[config.mk]
export PLATFORM = sky130hd
export DESIGN_NAME = pulse_timer
export DESIGN_NICKNAME = d
export VERILOG_FILES = /design/src/rtl/ptmr_pkg.sv /design/src/rtl/ptmr_prescaler.sv /design/src/rtl/ptmr_down_counter.sv /design/src/rtl/ptmr_pulse_gen.sv /design/src/rtl/pulse_timer.sv
export SDC_FILE = /design/constraint.sdc
export NUM_CORES = 1
export LEC_CHECK = 0
export ABC_CLOCK_PERIOD_IN_PS = 4700
export BUFFER_PORTS_ARGS = -buffer_cell sky130_fd_sc_hd__buf_4
export CAP_MARGIN = 20
export CELL_PAD_IN_SITES_DETAIL_PLACEMENT = 0
export CELL_PAD_IN_SITES_GLOBAL_PLACEMENT = 1
export CORE_MARGIN = 3
export CORE_UTILIZATION = 43
export CTS_CLUSTER_SIZE = 12
export DETAILED_ROUTE_END_ITERATION = 10
export PLACE_DENSITY = 0.83
export SLEW_MARGIN = 10
export SYNTH_ARGS = -nofsm -noshare
export SYNTH_HDL_FRONTEND = slang
export SYNTH_SLANG_ARGS = --single-unit
[constraint.sdc]
create_clock -name clk -period 4.7 [get_ports clk]
set_input_delay 0.94 -clock clk [delete_from_list [all_inputs] [get_ports clk]]
set_output_delay 0.94 -clock clk [all_outputs]
set_load 0.05 [all_outputs]
[src/rtl/ptmr_pkg.sv]
package ptmr_pkg;

    typedef enum logic [1:0] {
        MODE_TIMER = 2'b00,
        MODE_PULSE = 2'b01,
        MODE_RSV2  = 2'b10,
        MODE_RSV3  = 2'b11
    } mode_e;

    typedef enum logic [1:0] {
        ADDR_RELOAD = 2'd0,
        ADDR_CTRL   = 2'd1,
        ADDR_FLAGS  = 2'd2,
        ADDR_NONE   = 2'd3
    } addr_e;

    // Control byte, msb first: bit5 edge enable, bit4 underflow enable,
    // bit3 polarity, bits2:1 mode, bit0 halt.
    typedef struct packed {
        logic  edge_irq_en;
        logic  uf_irq_en;
        logic  rise_sel;
        mode_e mode;
        logic  halt;
    } ctrl_t;

    localparam int CTRL_W = $bits(ctrl_t);

    // Starting level: high for falling-edge polarity, low for rising.
    function automatic logic start_level(input logic rise_sel);
        return !rise_sel;
    endfunction

    // A toggle from cur_level is the active edge when it moves toward the
    // level chosen by the polarity bit.
    function automatic logic is_active_edge(input logic cur_level, input logic rise_sel);
        return cur_level != rise_sel;
    endfunction

endpackage

[src/rtl/ptmr_prescaler.sv]
module ptmr_prescaler #(
    parameter int PRESCALE = 16
) (
    input  logic clk,
    input  logic rst,
    input  logic run,
    input  logic src_en,
    input  logic restart,
    output logic tick
);
    localparam int PW = (PRESCALE > 1) ? $clog2(PRESCALE) : 1;
    localparam logic [PW-1:0] LAST = PW'(PRESCALE - 1);

    logic [PW-1:0] div_q;

    assign tick = run && src_en && (div_q == LAST);

    always_ff @(posedge clk) begin
        if (rst || restart) begin
            div_q <= '0;
        end else if (run && src_en) begin
            div_q <= (div_q == LAST) ? '0 : div_q + PW'(1);
        end
    end

    AST_PRESC_FROZEN: assert property (@(posedge clk) disable iff (rst)
        (!run && !restart) |=> $stable(div_q)) else $error("prescaler moved while halted");

    AST_PRESC_RESTART: assert property (@(posedge clk) disable iff (rst)
        restart |=> (div_q == '0)) else $error("prescaler not restarted");

endmodule

[src/rtl/ptmr_down_counter.sv]
module ptmr_down_counter #(
    parameter int CNT_W = 8
) (
    input  logic             clk,
    input  logic             rst,
    input  logic             tick,
    input  logic             load,
    input  logic [CNT_W-1:0] load_val,
    input  logic [CNT_W-1:0] reload_val,
    output logic [CNT_W-1:0] cnt,
    output logic             underflow
);
    logic [CNT_W-1:0] cnt_q;

    assign cnt       = cnt_q;
    assign underflow = tick && (cnt_q == '0);

    always_ff @(posedge clk) begin
        if (rst) begin
            cnt_q <= '1;
        end else if (load) begin
            cnt_q <= load_val;
        end else if (tick) begin
            cnt_q <= (cnt_q == '0) ? reload_val : cnt_q - CNT_W'(1);
        end
    end

    AST_DEC_BY_ONE: assert property (@(posedge clk) disable iff (rst)
        (tick && !load && cnt_q != '0) |=> (cnt_q == $past(cnt_q) - CNT_W'(1))) else $error("bad decrement");

    AST_RELOAD_AT_UF: assert property (@(posedge clk) disable iff (rst)
        (underflow && !load) |=> (cnt_q == $past(reload_val))) else $error("bad reload");

    AST_HOLD_NO_TICK: assert property (@(posedge clk) disable iff (rst)
        (!tick && !load) |=> $stable(cnt_q)) else $error("counter moved without tick");

endmodule

[src/rtl/ptmr_pulse_gen.sv]
module ptmr_pulse_gen
    import ptmr_pkg::*;
(
    input  logic clk,
    input  logic rst,
    input  logic init,
    input  logic init_rise_sel,
    input  logic pulse_mode,
    input  logic rise_sel,
    input  logic underflow,
    output logic pulse,
    output logic edge_evt
);
    logic pulse_q;
    logic toggle;

    assign pulse    = pulse_q;
    assign toggle   = underflow && pulse_mode && !init;
    assign edge_evt = toggle && is_active_edge(pulse_q, rise_sel);

    always_ff @(posedge clk) begin
        if (rst) begin
            pulse_q <= 1'b0;
        end else if (init) begin
            pulse_q <= start_level(init_rise_sel);
        end else if (toggle) begin
            pulse_q <= !pulse_q;
        end
    end

    AST_PULSE_TOGGLE: assert property (@(posedge clk) disable iff (rst)
        toggle |=> (pulse_q != $past(pulse_q))) else $error("pulse did not invert");

    AST_PULSE_HOLD: assert property (@(posedge clk) disable iff (rst)
        (!init && !(underflow && pulse_mode)) |=> $stable(pulse_q)) else $error("pulse moved");

    AST_PULSE_START: assert property (@(posedge clk) disable iff (rst)
        init |=> (pulse_q == !$past(init_rise_sel))) else $error("bad start level");

endmodule

[src/rtl/pulse_timer.sv]
module pulse_timer
    import ptmr_pkg::*;
#(
    parameter int CNT_W    = 8,
    parameter int PRESCALE = 16
) (
    input  logic             clk,
    input  logic             rst,
    input  logic             slow_sel_i,
    input  logic             sub_tick_i,
    input  logic             wr_en_i,
    input  logic [1:0]       wr_addr_i,
    input  logic [CNT_W-1:0] wr_data_i,
    output logic [CNT_W-1:0] count_o,
    output logic             pulse_o,
    output logic             uf_flag_o,
    output logic             edge_flag_o,
    output logic             uf_irq_o,
    output logic             edge_irq_o
);
    ctrl_t            ctrl_q;
    ctrl_t            ctrl_new;
    logic [CNT_W-1:0] reload_q;
    logic             uf_flag_q;
    logic             edge_flag_q;
    addr_e            waddr;
    logic             wr_ctrl, wr_reload, wr_flags;
    logic             run, restart, src_en, in_pulse, enter_pulse, load_now;
    logic             tick, underflow, edge_evt;

    assign waddr     = addr_e'(wr_addr_i);
    assign wr_ctrl   = wr_en_i && (waddr == ADDR_CTRL);
    assign wr_reload = wr_en_i && (waddr == ADDR_RELOAD);
    assign wr_flags  = wr_en_i && (waddr == ADDR_FLAGS);
    assign ctrl_new  = ctrl_t'(wr_data_i[CTRL_W-1:0]);

    assign run         = !ctrl_q.halt;
    assign restart     = wr_ctrl && ctrl_q.halt && !ctrl_new.halt;
    assign src_en      = slow_sel_i ? sub_tick_i : 1'b1;
    assign in_pulse    = (ctrl_q.mode == MODE_PULSE);
    assign enter_pulse = wr_ctrl && (ctrl_new.mode == MODE_PULSE) && !in_pulse;
    assign load_now    = wr_reload && ctrl_q.halt;

    always_ff @(posedge clk) begin
        if (rst) begin
            ctrl_q   <= '0;
            reload_q <= '1;
        end else begin
            if (wr_ctrl)   ctrl_q   <= ctrl_new;
            if (wr_reload) reload_q <= wr_data_i;
        end
    end

    always_ff @(posedge clk) begin
        if (rst) begin
            uf_flag_q   <= 1'b0;
            edge_flag_q <= 1'b0;
        end else begin
            if (underflow)                      uf_flag_q   <= 1'b1;
            else if (wr_flags && !wr_data_i[0]) uf_flag_q   <= 1'b0;
            if (edge_evt)                       edge_flag_q <= 1'b1;
            else if (wr_flags && !wr_data_i[1]) edge_flag_q <= 1'b0;
        end
    end

    ptmr_prescaler #(.PRESCALE(PRESCALE)) u_presc (
        .clk     (clk),
        .rst     (rst),
        .run     (run),
        .src_en  (src_en),
        .restart (restart),
        .tick    (tick)
    );

    ptmr_down_counter #(.CNT_W(CNT_W)) u_cnt (
        .clk        (clk),
        .rst        (rst),
        .tick       (tick),
        .load       (load_now),
        .load_val   (wr_data_i),
        .reload_val (reload_q),
        .cnt        (count_o),
        .underflow  (underflow)
    );

    ptmr_pulse_gen u_pulse (
        .clk           (clk),
        .rst           (rst),
        .init          (enter_pulse),
        .init_rise_sel (ctrl_new.rise_sel),
        .pulse_mode    (in_pulse),
        .rise_sel      (ctrl_q.rise_sel),
        .underflow     (underflow),
        .pulse         (pulse_o),
        .edge_evt      (edge_evt)
    );

    assign uf_flag_o   = uf_flag_q;
    assign edge_flag_o = edge_flag_q;
    assign uf_irq_o    = uf_flag_q && ctrl_q.uf_irq_en;
    assign edge_irq_o  = edge_flag_q && ctrl_q.edge_irq_en;

    AST_UF_SETS_FLAG: assert property (@(posedge clk) disable iff (rst)
        underflow |=> uf_flag_o) else $error("underflow flag not set");

    AST_EDGE_SETS_FLAG: assert property (@(posedge clk) disable iff (rst)
        edge_evt |=> edge_flag_o) else $error("edge flag not set");

    AST_FLAG_STICKY: assert property (@(posedge clk) disable iff (rst)
        (uf_flag_q && !(wr_flags && !wr_data_i[0])) |=> uf_flag_q) else $error("flag dropped");

    AST_EDGE_ONLY_PULSE: assert property (@(posedge clk) disable iff (rst)
        (!in_pulse && !edge_flag_q && !wr_ctrl) |=> !edge_flag_q) else $error("edge flag in timer mode");

endmodule

==> flow_summary.yaml <==
pwr:
  power_uw: 441
  p_per_area_nw_per_um2: 252
  leakage_uw: 0.000706
  peakVddDrop_mv: 0.146
route:
  vias: 1332
  drt_pass1_iterations: 4
  routed_wl_um: 3440
  drt-initial-drc-count: 43
  wl_per_cell_um: 14.1
  postRouteAntennaNets: 0
  drc: 0
  vias_per_cell: 5.48
run_status:
  status: "finished, final reports clean"
clock_tree:
  cts_sinks: 29
  cts_max_level: 2
  post_cts_buffers: 0
  clk_pin_slew_ps: 90
  cts.repair.resized: 0
  cts_hold_buf: 0
  cts_buffer_depth: 2
  cts_root_buf: "clkbuf_4"
  tritoncts: "done"
  clkLatencyLatePin_ps: 320
  numCtsBuffers: 5
synth:
  yosysSeqAreaShare: 0.394
  avgSynthCellArea_um2: 8.68
  synth_cells: 170
  synth.cell_area_um2: 1480
  synth-seq-cells: 29
  synth_warnings: 0
  ys_types: 43
  syn_nets: 188
sta:
  clock_skew_ps: 6.59
  hold_violations: 0
  finalMaxSlewViolations: 0
  max_freq_mhz: 470
  setup_viol_count_final: 0
  min_period_ps: 2130
  finalSetupTns_ps: 0
  tightest_slew_ps: 718
  period_share: 0.453
  rsz0062_at_grt: "no"
  slew_headroom: 0.518
critical_path:
  path_cells: "buf_4"
  critPathMaxStageDelay_ps: 590
  start_kind: "flip-flop"
  cp_slowest_cell: "dfxtp_1"
  worst-path-buf-inv: 1
  crit_path_max_fanout: 11
  worstPathRequired_ps: 3760
  cpLargestDelayFamily: "flip-flops"
  worst-setup-path-type: "reg -> out"
  arrival_ps: 1190
  end_kind: "primary output"
final_layout:
  final_core_util: 0.555
  drive_above_1_share: 0.191
  n_antenna_cell: 0
  area_growth_pct: 18.6
  fin_nets: 216
place:
  place.gp.congestion: 0.837
  place.port_buffers: 27
  place.detailed.hpwl_um: 2590
floorplanning:
  num_rows: 20
  fp.dieW_um: 64.6
  start_util: 0.468
  dieArea_um2: 4170
  top_level_ports: 28
  fp.dieH_um: 64.6
  core_area_um2: 3150
global_route:
  grt_first_pass_wirelength_um: 5740
  grt_util_all_layers: 0.177
  grt_max_degree: 19
  antenna_found_initial: 0
  grt_pass1_vias: 1305
  overflow: 0
flow_run:
  drv_cap: 0
hold_path:
  hold_class: "reg -> reg"
## final timing paths
check	from	to	slack, ps	cells past startpoint
setup / recovery	u_cnt.cnt[2]$_SDFFE_PP1P_	count_o[2]	2570	1
hold reg to reg	ctrl_q[5]$_SDFFE_PP0P_	ctrl_q[5]$_SDFFE_PP0P_	460	2
hold / removal	ctrl_q[5]$_SDFFE_PP0P_	ctrl_q[5]$_SDFFE_PP0P_	460	2
setup reg to reg	u_cnt.cnt[3]$_SDFFE_PP1P_	u_pulse.pulse$_SDFFE_PP0P_	2770	4
## cells in the mapped netlist
| master | n | area share |
|---|---|---|
| buf_2 | 2 | 0.0068 |
| a311oi_1 | 1 | 0.0059 |
| nor4bb_1 | 1 | 0.0068 |
| o31ai_1 | 2 | 0.010 |
| nand3_1 | 5 | 0.017 |
| o21ai_1 | 5 | 0.017 |
| ha_1 | 3 | 0.025 |
| o22ai_1 | 1 | 0.0042 |
| or4_1 | 1 | 0.0051 |
| mux2i_1 | 10 | 0.068 |
| nor3_1 | 4 | 0.014 |
| or4_4 | 1 | 0.0076 |
| and4_1 | 1 | 0.0059 |
| dfxtp_1 | 29 | 0.39 |
| a2111oi_0 | 2 | 0.012 |
| nor4_4 | 1 | 0.014 |
| xor2_1 | 4 | 0.024 |
| a21bo_2 | 1 | 0.0068 |
| nor4_1 | 1 | 0.0042 |
| buf_1 | 2 | 0.0051 |
| nand2_1 | 21 | 0.053 |
| o211ai_1 | 2 | 0.010 |
| xnor2_1 | 2 | 0.012 |
| a221oi_1 | 7 | 0.042 |
| clkbuf_1 | 2 | 0.0051 |
| clkinv_1 | 1 | 0.0025 |
| buf_6 | 2 | 0.015 |
| nand3b_1 | 3 | 0.015 |
| nor3b_1 | 2 | 0.010 |
| or3b_2 | 1 | 0.0059 |
| nor2_1 | 11 | 0.028 |
| inv_1 | 7 | 0.018 |
| and3_1 | 1 | 0.0042 |
| o31a_1 | 2 | 0.012 |
| a31oi_1 | 1 | 0.0042 |
| nor2b_1 | 2 | 0.0085 |
| nand2b_1 | 3 | 0.013 |
| a31o_1 | 1 | 0.0059 |
| or3_1 | 3 | 0.013 |
| o21ai_0 | 9 | 0.031 |
| and2_1 | 2 | 0.0085 |
| a221o_1 | 1 | 0.0068 |
| a21oi_1 | 7 | 0.024 |
## logic make-up after synthesis
logic type / count (synthesis) / synth area share
AO/OA/AOI/OAI: 42 / 0.191
XOR/XNOR: 6 / 0.0356
adder cells (fa/ha/maj): 3 / 0.0254
buffers and inverters: 16 / 0.0526
flip-flops: 29 / 0.394
multiplexers: 10 / 0.0679
AND/OR/NAND/NOR: 64 / 0.234
## layer usage
layer  up-vias  wire length [µm]  global-route usage
met3         9               167              0.0485
li1        671                 -                   -
met5         -                 0                   0
met4         0                55              0.0712
met1       619              1630               0.218
met2        33              1580               0.293
## state kept, by name, summed over array words and instances (netlist names)
register / flops
edge_flag_o: 1
u_pulse.pulse: 1
u_cnt.cnt: 8
u_presc.div_q: 4
ctrl_q: 6
reload_q: 8
uf_flag_o: 1
## worst register-to-register path, cell delays in order (launching register included)
cell,delay (ps)
dfxtp_1,370
or3_1,520
nor4_4,550
nand3b_1,150
a311oi_1,260
## layout by cell type, fill, tap and decap left out, types with 3 or more instances in the layout
| cell | synthesis | routed |
|---|---|---|
| buf_4 | 0 | 29 |
| a221oi_1 | 7 | 7 |
| nand3b_1 | 3 | 3 |
| xor2_1 | 4 | 4 |
| inv_1 | 7 | 7 |
| ha_1 | 3 | 3 |
| mux2i_1 | 10 | 10 |
| nand3_1 | 5 | 5 |
| nand2_1 | 21 | 21 |
| clkbuf_1 | 2 | 3 |
| o21ai_0 | 9 | 9 |
| or3_1 | 3 | 3 |
| nor2_1 | 11 | 11 |
| dfxtp_1 | 29 | 29 |
| nand2b_1 | 3 | 3 |
| clkbuf_4 | 0 | 5 |
| a21oi_1 | 7 | 7 |
| o21ai_1 | 5 | 5 |
| nor3_1 | 4 | 4 |
## through the flow
| step | instance area, µm² | setup WS, ps | instances | hold WS, ps |
|---|---|---|---|---|
| after floorplan | 1480 | 2610 | 170 | 432 |
| after global placement | 1700 | 2420 | 235 | 438 |
| after detailed placement | 1700 | 2380 | 235 | 451 |
| after CTS | 1750 | 2540 | 243 | 464 |
| after global routing | 1750 | 2480 | 243 | 485 |
| final | 1750 | 2570 | 243 | 459 |
## cell type report
class | count | area [µm²]
clock buffer | 8 | 48.8
fill | 314 | 1400
inverter | 8 | 30.0
multi-input combinational | 125 | 817
sequential | 29 | 581
tap | 44 | 55.1
timing repair buffer | 29 | 218
## power breakdown
part	total [µW]	leakage [µW]	internal [µW]	switching, µW
Sequential	258	0.000236	253	5.62
Combinational	43.6	0.000443	19.5	24.1
Clock	139	0.0000265	59.5	79.2
Total	441	0.000706	332	109
Note: power is estimated with default switching activity, not from simulation.
